===== src/rtl/mot_pkg.sv =====
// Shared types and constants for the message object transfer controller.
// Assumes a 16-bit CPU register width and 29-bit identifiers and masks.
package mot_pkg;
    localparam int REG_W     = 16;
    localparam int NUM_W     = 6;
    localparam int IDX_W     = 5;
    localparam int ID_W      = 29;
    localparam int HI_W      = ID_W - 16;

    localparam int OFS_CMD    = 0;
    localparam int OFS_MSK_LO = 4;
    localparam int OFS_MSK_HI = 6;
    localparam int OFS_ARB_LO = 8;
    localparam int OFS_ARB_HI = 10;
    localparam int WIN_BYTES  = 12;

    localparam int CMD_BUSY_BIT = 15;
    localparam int CMD_DIR_BIT  = 7;

    // One message object as stored in the RAM, MSB first.
    typedef struct packed {
        logic            mxtd;
        logic            mdir;
        logic [ID_W-1:0] msk;
        logic            msgval;
        logic            xtd;
        logic            dir;
        logic [ID_W-1:0] id;
    } mobj_t;

    localparam int OBJ_W = $bits(mobj_t);

    typedef enum logic {ST_IDLE, ST_CAPT} xfer_st_t;

    // Folds any 6-bit object number onto a RAM index 0..31.
    function automatic logic [IDX_W-1:0] num_to_idx(input logic [NUM_W-1:0] raw);
        return raw[IDX_W-1:0] - IDX_W'(1);
    endfunction

    // Folded object number in the range 1..32.
    function automatic logic [NUM_W-1:0] num_fold(input logic [NUM_W-1:0] raw);
        return {1'b0, num_to_idx(raw)} + NUM_W'(1);
    endfunction
endpackage


===== src/rtl/mot_if_regs.sv =====
// One interface register set: command register, mask and arbitration buffers.
// Decodes its own address window at BASE. Writes are dropped while busy.
// Assumes the CPU only issues even (16-bit aligned) addresses.
module mot_if_regs
    import mot_pkg::*;
#(
    parameter int ADDR_W = 8,
    parameter int BASE   = 16
) (
    input  logic              clk,
    input  logic              rst_n,
    input  logic              cpu_wr,
    input  logic [ADDR_W-1:0] cpu_addr,
    input  logic [REG_W-1:0]  cpu_wdata,
    output logic              hit,
    output logic [REG_W-1:0]  rdata,
    output logic              busy,
    output logic              pend,
    output logic              to_ram,
    output logic [IDX_W-1:0]  obj_idx,
    output mobj_t             buf_q,
    input  logic              issue,
    input  logic              done,
    input  logic              load,
    input  mobj_t             load_obj
);
    localparam logic [ADDR_W-1:0] BASE_A = ADDR_W'(BASE);
    localparam logic [ADDR_W-1:0] WIN_A  = ADDR_W'(WIN_BYTES);
    localparam logic [ADDR_W-1:0] A_CMD  = ADDR_W'(OFS_CMD);
    localparam logic [ADDR_W-1:0] A_MLO  = ADDR_W'(OFS_MSK_LO);
    localparam logic [ADDR_W-1:0] A_MHI  = ADDR_W'(OFS_MSK_HI);
    localparam logic [ADDR_W-1:0] A_ALO  = ADDR_W'(OFS_ARB_LO);
    localparam logic [ADDR_W-1:0] A_AHI  = ADDR_W'(OFS_ARB_HI);

    logic [ADDR_W-1:0] ofs;
    logic              wr_ok;
    logic              busy_q;
    logic              inflight_q;
    logic              dir_q;
    logic [NUM_W-1:0]  num_q;

    assign ofs   = cpu_addr - BASE_A;
    assign hit   = (cpu_addr >= BASE_A) && (ofs < WIN_A);
    assign wr_ok = cpu_wr && hit && !busy_q;

    // Command register: busy flag, direction, folded object number, in-flight flag.
    always_ff @(posedge clk) begin
        if (!rst_n) begin
            busy_q     <= 1'b0;
            inflight_q <= 1'b0;
            dir_q      <= 1'b0;
            num_q      <= NUM_W'(1);
        end else begin
            if (wr_ok && (ofs == A_CMD)) begin
                busy_q <= 1'b1;
                dir_q  <= cpu_wdata[CMD_DIR_BIT];
                num_q  <= num_fold(cpu_wdata[NUM_W-1:0]);
            end else if (done) begin
                busy_q <= 1'b0;
            end
            if (done) begin
                inflight_q <= 1'b0;
            end else if (issue) begin
                inflight_q <= 1'b1;
            end
        end
    end

    // Buffer registers: loaded whole from the RAM or field-wise from the CPU.
    always_ff @(posedge clk) begin
        if (!rst_n) begin
            buf_q <= '0;
        end else if (load) begin
            buf_q <= load_obj;
        end else if (wr_ok) begin
            case (ofs)
                A_MLO: buf_q.msk[15:0] <= cpu_wdata;
                A_MHI: begin
                    buf_q.mxtd          <= cpu_wdata[15];
                    buf_q.mdir          <= cpu_wdata[14];
                    buf_q.msk[ID_W-1:16] <= cpu_wdata[HI_W-1:0];
                end
                A_ALO: buf_q.id[15:0] <= cpu_wdata;
                A_AHI: begin
                    buf_q.msgval        <= cpu_wdata[15];
                    buf_q.xtd           <= cpu_wdata[14];
                    buf_q.dir           <= cpu_wdata[13];
                    buf_q.id[ID_W-1:16] <= cpu_wdata[HI_W-1:0];
                end
                default: ;
            endcase
        end
    end

    // Read mux for this window; zero outside it and on unused offsets.
    always_comb begin
        rdata = '0;
        if (hit) begin
            case (ofs)
                A_CMD: begin
                    rdata[CMD_BUSY_BIT] = busy_q;
                    rdata[CMD_DIR_BIT]  = dir_q;
                    rdata[NUM_W-1:0]    = num_q;
                end
                A_MLO: rdata = buf_q.msk[15:0];
                A_MHI: begin
                    rdata[15]       = buf_q.mxtd;
                    rdata[14]       = buf_q.mdir;
                    rdata[HI_W-1:0] = buf_q.msk[ID_W-1:16];
                end
                A_ALO: rdata = buf_q.id[15:0];
                A_AHI: begin
                    rdata[15]       = buf_q.msgval;
                    rdata[14]       = buf_q.xtd;
                    rdata[13]       = buf_q.dir;
                    rdata[HI_W-1:0] = buf_q.id[ID_W-1:16];
                end
                default: rdata = '0;
            endcase
        end
    end

    assign busy    = busy_q;
    assign pend    = busy_q && !inflight_q;
    assign to_ram  = dir_q;
    assign obj_idx = num_to_idx(num_q);
endmodule


===== src/rtl/mot_port_arb.sv =====
// Single RAM port arbiter and transfer sequencer.
// The core always wins; among the sets the lowest index wins. A RAM write
// completes in the issue cycle; a RAM read returns data one cycle later,
// which is captured into the owning set while the port stays closed.
module mot_port_arb
    import mot_pkg::*;
#(
    parameter int NUM_IF = 2
) (
    input  logic                           clk,
    input  logic                           rst_n,
    input  logic                           core_req,
    input  logic [NUM_IF-1:0]              pend,
    input  logic [NUM_IF-1:0]              to_ram,
    input  logic [NUM_IF-1:0][IDX_W-1:0]   idx,
    input  mobj_t [NUM_IF-1:0]             bufs,
    input  mobj_t                          rd_obj,
    output logic [NUM_IF-1:0]              issue,
    output logic [NUM_IF-1:0]              done,
    output logic [NUM_IF-1:0]              load,
    output mobj_t                          load_obj,
    output logic                           mo_en,
    output logic                           mo_we,
    output logic [IDX_W-1:0]               mo_idx,
    output mobj_t                          mo_wdata
);
    localparam int SEL_W = (NUM_IF > 1) ? $clog2(NUM_IF) : 1;

    xfer_st_t         st_q;
    logic [SEL_W-1:0] sel;
    logic [SEL_W-1:0] sel_q;
    logic             any_pend;
    logic             go;

    // Fixed priority pick: lowest-numbered waiting set.
    always_comb begin
        any_pend = 1'b0;
        sel      = '0;
        for (int i = NUM_IF - 1; i >= 0; i--) begin
            if (pend[i]) begin
                any_pend = 1'b1;
                sel      = SEL_W'(i);
            end
        end
    end

    assign go       = (st_q == ST_IDLE) && !core_req && any_pend;
    assign mo_en    = go;
    assign mo_we    = go && to_ram[sel];
    assign mo_idx   = idx[sel];
    assign mo_wdata = bufs[sel];
    assign load_obj = rd_obj;

    // Per-set issue, completion and capture strobes.
    always_comb begin
        issue = '0;
        done  = '0;
        load  = '0;
        if (go) begin
            issue[sel] = 1'b1;
            if (to_ram[sel]) begin
                done[sel] = 1'b1;
            end
        end
        if (st_q == ST_CAPT) begin
            done[sel_q] = 1'b1;
            load[sel_q] = 1'b1;
        end
    end

    // Sequencer state: wait one cycle for read data after a RAM read.
    always_ff @(posedge clk) begin
        if (!rst_n) begin
            st_q  <= ST_IDLE;
            sel_q <= '0;
        end else begin
            case (st_q)
                ST_IDLE: if (go && !to_ram[sel]) begin
                    st_q  <= ST_CAPT;
                    sel_q <= sel;
                end
                default: st_q <= ST_IDLE;
            endcase
        end
    end
endmodule


===== src/rtl/mot_ctrl.sv =====
// Top of the message object transfer controller.
// NUM_IF register sets sit at IF_BASE + n*IF_STRIDE and share one RAM port
// with the protocol core. Assumes the RAM returns read data after one cycle.
module mot_ctrl
    import mot_pkg::*;
#(
    parameter int NUM_IF    = 2,
    parameter int ADDR_W    = 8,
    parameter int IF_BASE   = 16,
    parameter int IF_STRIDE = 48
) (
    input  logic              clk,
    input  logic              rst_n,
    input  logic              cpu_wr,
    input  logic              cpu_rd,
    input  logic [ADDR_W-1:0] cpu_addr,
    input  logic [REG_W-1:0]  cpu_wdata,
    output logic [REG_W-1:0]  cpu_rdata,
    input  logic              wait_en,
    output logic              cpu_stall,
    input  logic              core_req,
    output logic              core_gnt,
    output logic              mo_en,
    output logic              mo_we,
    output logic [IDX_W-1:0]  mo_idx,
    output logic [OBJ_W-1:0]  mo_wdata,
    input  logic [OBJ_W-1:0]  mo_rdata
);
    logic [NUM_IF-1:0]             hit_v;
    logic [NUM_IF-1:0]             busy_v;
    logic [NUM_IF-1:0]             pend_v;
    logic [NUM_IF-1:0]             dir_v;
    logic [NUM_IF-1:0]             issue_v;
    logic [NUM_IF-1:0]             done_v;
    logic [NUM_IF-1:0]             load_v;
    logic [NUM_IF-1:0][IDX_W-1:0]  idx_v;
    logic [NUM_IF-1:0][REG_W-1:0]  rd_v;
    mobj_t [NUM_IF-1:0]            buf_v;
    mobj_t                         load_obj;
    mobj_t                         wobj;

    for (genvar g = 0; g < NUM_IF; g++) begin : g_if
        mot_if_regs #(
            .ADDR_W (ADDR_W),
            .BASE   (IF_BASE + g * IF_STRIDE)
        ) u_regs (
            .clk      (clk),
            .rst_n    (rst_n),
            .cpu_wr   (cpu_wr),
            .cpu_addr (cpu_addr),
            .cpu_wdata(cpu_wdata),
            .hit      (hit_v[g]),
            .rdata    (rd_v[g]),
            .busy     (busy_v[g]),
            .pend     (pend_v[g]),
            .to_ram   (dir_v[g]),
            .obj_idx  (idx_v[g]),
            .buf_q    (buf_v[g]),
            .issue    (issue_v[g]),
            .done     (done_v[g]),
            .load     (load_v[g]),
            .load_obj (load_obj)
        );
    end

    mot_port_arb #(.NUM_IF(NUM_IF)) u_arb (
        .clk      (clk),
        .rst_n    (rst_n),
        .core_req (core_req),
        .pend     (pend_v),
        .to_ram   (dir_v),
        .idx      (idx_v),
        .bufs     (buf_v),
        .rd_obj   (mo_rdata),
        .issue    (issue_v),
        .done     (done_v),
        .load     (load_v),
        .load_obj (load_obj),
        .mo_en    (mo_en),
        .mo_we    (mo_we),
        .mo_idx   (mo_idx),
        .mo_wdata (wobj)
    );

    // Merge the read data of all windows (windows never overlap).
    always_comb begin
        cpu_rdata = '0;
        for (int i = 0; i < NUM_IF; i++) begin
            cpu_rdata = cpu_rdata | rd_v[i];
        end
    end

    assign mo_wdata  = wobj;
    assign core_gnt  = core_req;
    assign cpu_stall = wait_en && (cpu_wr || cpu_rd) && |(hit_v & busy_v);
endmodule


===== config.mk =====
export PLATFORM = sky130hd
export DESIGN_NAME = mot_ctrl
export DESIGN_NICKNAME = d
export VERILOG_FILES = /design/src/rtl/mot_pkg.sv /design/src/rtl/mot_if_regs.sv /design/src/rtl/mot_port_arb.sv /design/src/rtl/mot_ctrl.sv
export SDC_FILE = /design/constraint.sdc
export NUM_CORES = 1
export LEC_CHECK = 0
export ABC_AREA = 1
export BUFFER_PORTS_ARGS = -buffer_cell sky130_fd_sc_hd__buf_4
export CORE_UTILIZATION = 60
export CTS_CLUSTER_DIAMETER = 120
export DETAILED_ROUTE_END_ITERATION = 16
export GPL_ROUTABILITY_DRIVEN = 1
export GPL_TIMING_DRIVEN = 0
export PLACE_DENSITY = 0.88
export SLEW_MARGIN = 25
export SYNTH_ARGS = -nofsm -noshare
export SYNTH_HDL_FRONTEND = slang
export SYNTH_SLANG_ARGS = --single-unit

===== constraint.sdc =====
create_clock -name clk -period 4.5 [get_ports clk]
set_clock_uncertainty 0.1 [all_clocks]
set_input_delay 0.225 -clock clk [delete_from_list [all_inputs] [get_ports clk]]
set_output_delay 0.225 -clock clk [all_outputs]
set_load 0.005 [all_outputs]

==> impl_metrics.yaml <==
run_status:
  status: "finished clean"
synth:
  async_flop_share: 0
  syn_nets: 1572
  yosysWarnings: 0
  synth_edf_count: 0
  ys_seq_area_frac: 0.324
  synth_flop_cell: "dfxtp_1"
  synth_top_cell_by_area: "dfxtp_1"
  synth_cell_types: 31
  synth.area.top_cells: "dfxtp_1, nand2_1, nand3_1, a21oi_1, o21ai_0"
  synth_area_um2: 9020
  synth.avg_cell_area_um2: 6.11
  synthCells: 1477
  yosysTopAreaCellShare: 0.324
  ys_ff_latch: 146
drt:
  drt_iter0_drc: 2815
  wirelength_um: 43100
  vias_per_cell: 6.69
  drc: 0
  vias: 12500
  postRouteAntennaNets: 0
  post_drt_wl_per_cell_um: 23.0
  first_pass_iters: 8
cts:
  postCtsHoldBufs: 2
  numCtsBuffers: 17
  cts_sinks: 146
  clk_latency_ns: 0.44
  clk_pin_slew_ns: 0.07
  h-tree-depth: 4
  postCtsSetupBuffers: 0
  clock_path_buffers: 2
  cts_root_buf: "clkbuf_16"
  cts_tree: "built"
  ctsResizeCount: 0
final_layout:
  nets: 1771
  final_common_cell: "nand2_1"
  synthToLayoutAreaGrowth_pct: 24.4
  layout_common_cells: "nand2_1, nand3_1, buf_4"
  fin_area_um2: 11200
  drive_gt1_frac: 0.184
place:
  dpl_cell_area_um2: 10600
  routabilityCongestion: 1.09
  dp_hpwl_um: 31100
  portBuffers: 178
  pre_cts_slack_ns: 2.24
global_route:
  grt_max_degree: 17
  grt_overflow: 0
  track_usage: 0.542
  antenna_found_initial: 3
  grt_pass1_wl_um: 63800
  grt_pass1_vias: 11400
sta:
  fin_crit_ns: 2.94
  finalSetupViolCount: 0
  rsz0062_at_grt: "false"
  fin_crit_sh: 0.653
  setup_tns_ns: 0
  hold_violations: 0
  relSlewSlack: 0.379
  tightest_slew_ns: 0.932
  max_freq_mhz: 340
  setup_ws_ns: 1.56
  slew_viol_final: 0
power_and_ir_drop:
  leakage_nw: 4.89
  cellPowerDensity_nw_per_um2: 273
  max-vdd-ir-drop_mv: 0.275
critical_path:
  r2r_start: "g_if[1].u_regs.busy$_SDFFE_PN0P_"
  cp-end-kind: "primary output"
  cp_slowest_cell: "clkbuf_1"
  crit_start: "g_if[1].u_regs.busy$_SDFFE_PN0P_"
  required_ns: 4.18
  path_cells: "inv_2, nor2_1, nand2_1, buf_2, clkbuf_1, nand2_1, nand2_1, buf_4"
  critical_path.max_stage_delay_ns: 0.63
  crit_type: "reg -> out"
  cp.arrival_ns: 2.61
  cpMostUsedCell: "nand2_1"
  crit_fanout: 10
  startpoint_type: "flip-flop"
floorplan:
  die_h_um: 125
  die_x_um: 125
  die_area_um2: 15500
  pin_count: 181
  start_util: 0.619
  core_um2: 14600
  num_rows: 44
hold_path:
  hold_class: "in -> reg"
  holdCritStartpoint: "core_req"
job:
  maxCapViolCount: 0
synthesized netlist by cell type (all sizes together), types with 2 or more instances:
cell,n
o211ai,3
o21ai,198
clkbuf,35
nor3,3
dfxtp,146
buf,62
nand4,5
nand3,260
inv,137
nor2,81
nand2,398
o22ai,8
ha,2
a21oi,134
sequential cells by signal, summed over array words and instances (netlist names):
register / count
g_if.u_regs.buf_q: 126
u_arb.sel_q: 1
g_if.u_regs.inflight_q: 2
g_if.u_regs.to_ram: 2
g_if.u_regs.num_q: 12
g_if.u_regs.busy: 2
u_arb.st_q: 1
critical path, delay by kind of cell, from the launching register on:
family	cells	cell delay, ns
buffers and inverters	4	1.27
DFF	1	0.36
and+or+nand+nor	4	0.52
final timing paths:
kind / to / slack [ns] / depth (start not counted)
max: mo_wdata[31] / 1.56 / 8
min reg2reg: g_if[1].u_regs.buf_q[12]$_SDFFE_PN0P_ / 0.38 / 2
max reg2reg: g_if[1].u_regs.buf_q[39]$_SDFFE_PN0P_ / 2.44 / 7
min: u_arb.st_q$_SDFF_PP0_ / 0.02 / 4
cell families after synthesis:
group,count (synthesis),synth area share
AO/OA/AOI/OAI,345,0.194
XOR/XNOR,2,0.00194
adder cells (fa/ha/maj),2,0.00277
buffers and inverters,234,0.113
flip-flops,146,0.324
AND/OR/NAND/NOR,748,0.365
area by class of cell:
class / instances / area (µm²)
multi-input cells: 1097 / 5080
fillers: 1245 / 3370
flip-flops and latches: 146 / 2920
repair buffers: 180 / 1360
inverters: 137 / 514
plain buffers: 97 / 503
clock buffers: 17 / 425
well taps: 184 / 230
clock inverters: 15 / 184
diodes: 1 / 2.50
metal layers:
layer / GRT usage / vias up / share of wire / routed length [µm]
met5: 0 / - / 0.00030 / 13
met4: 0.433 / 2 / 0.11 / 4570
met3: 0.202 / 392 / 0.17 / 7440
met2: 0.780 / 1321 / 0.40 / 17000
met1: 0.646 / 5527 / 0.33 / 14000
li1: - / 5289 / - / -
report_power, final:
part           internal (W)  switching, W
Sequential          0.00129   0.000000376
Combinational     0.0000879      0.000166
Clock              0.000846      0.000673
Total               0.00223      0.000839
through the flow:
step,utilization,total power (W),hold WS [ns],std cells
6_report,0.769,0.00306,0.0192,1874
5_1_grt,0.769,0.00311,0.0476,1874
4_1_cts,0.769,0.00302,0.0153,1873
3_5_place_dp,0.726,0.00156,0.362,1839
3_3_place_gp,0.726,0.00155,0.348,1839
2_1_floorplan,-,0.00143,0.267,1477
Note: power is estimated with default switching activity, not from simulation.
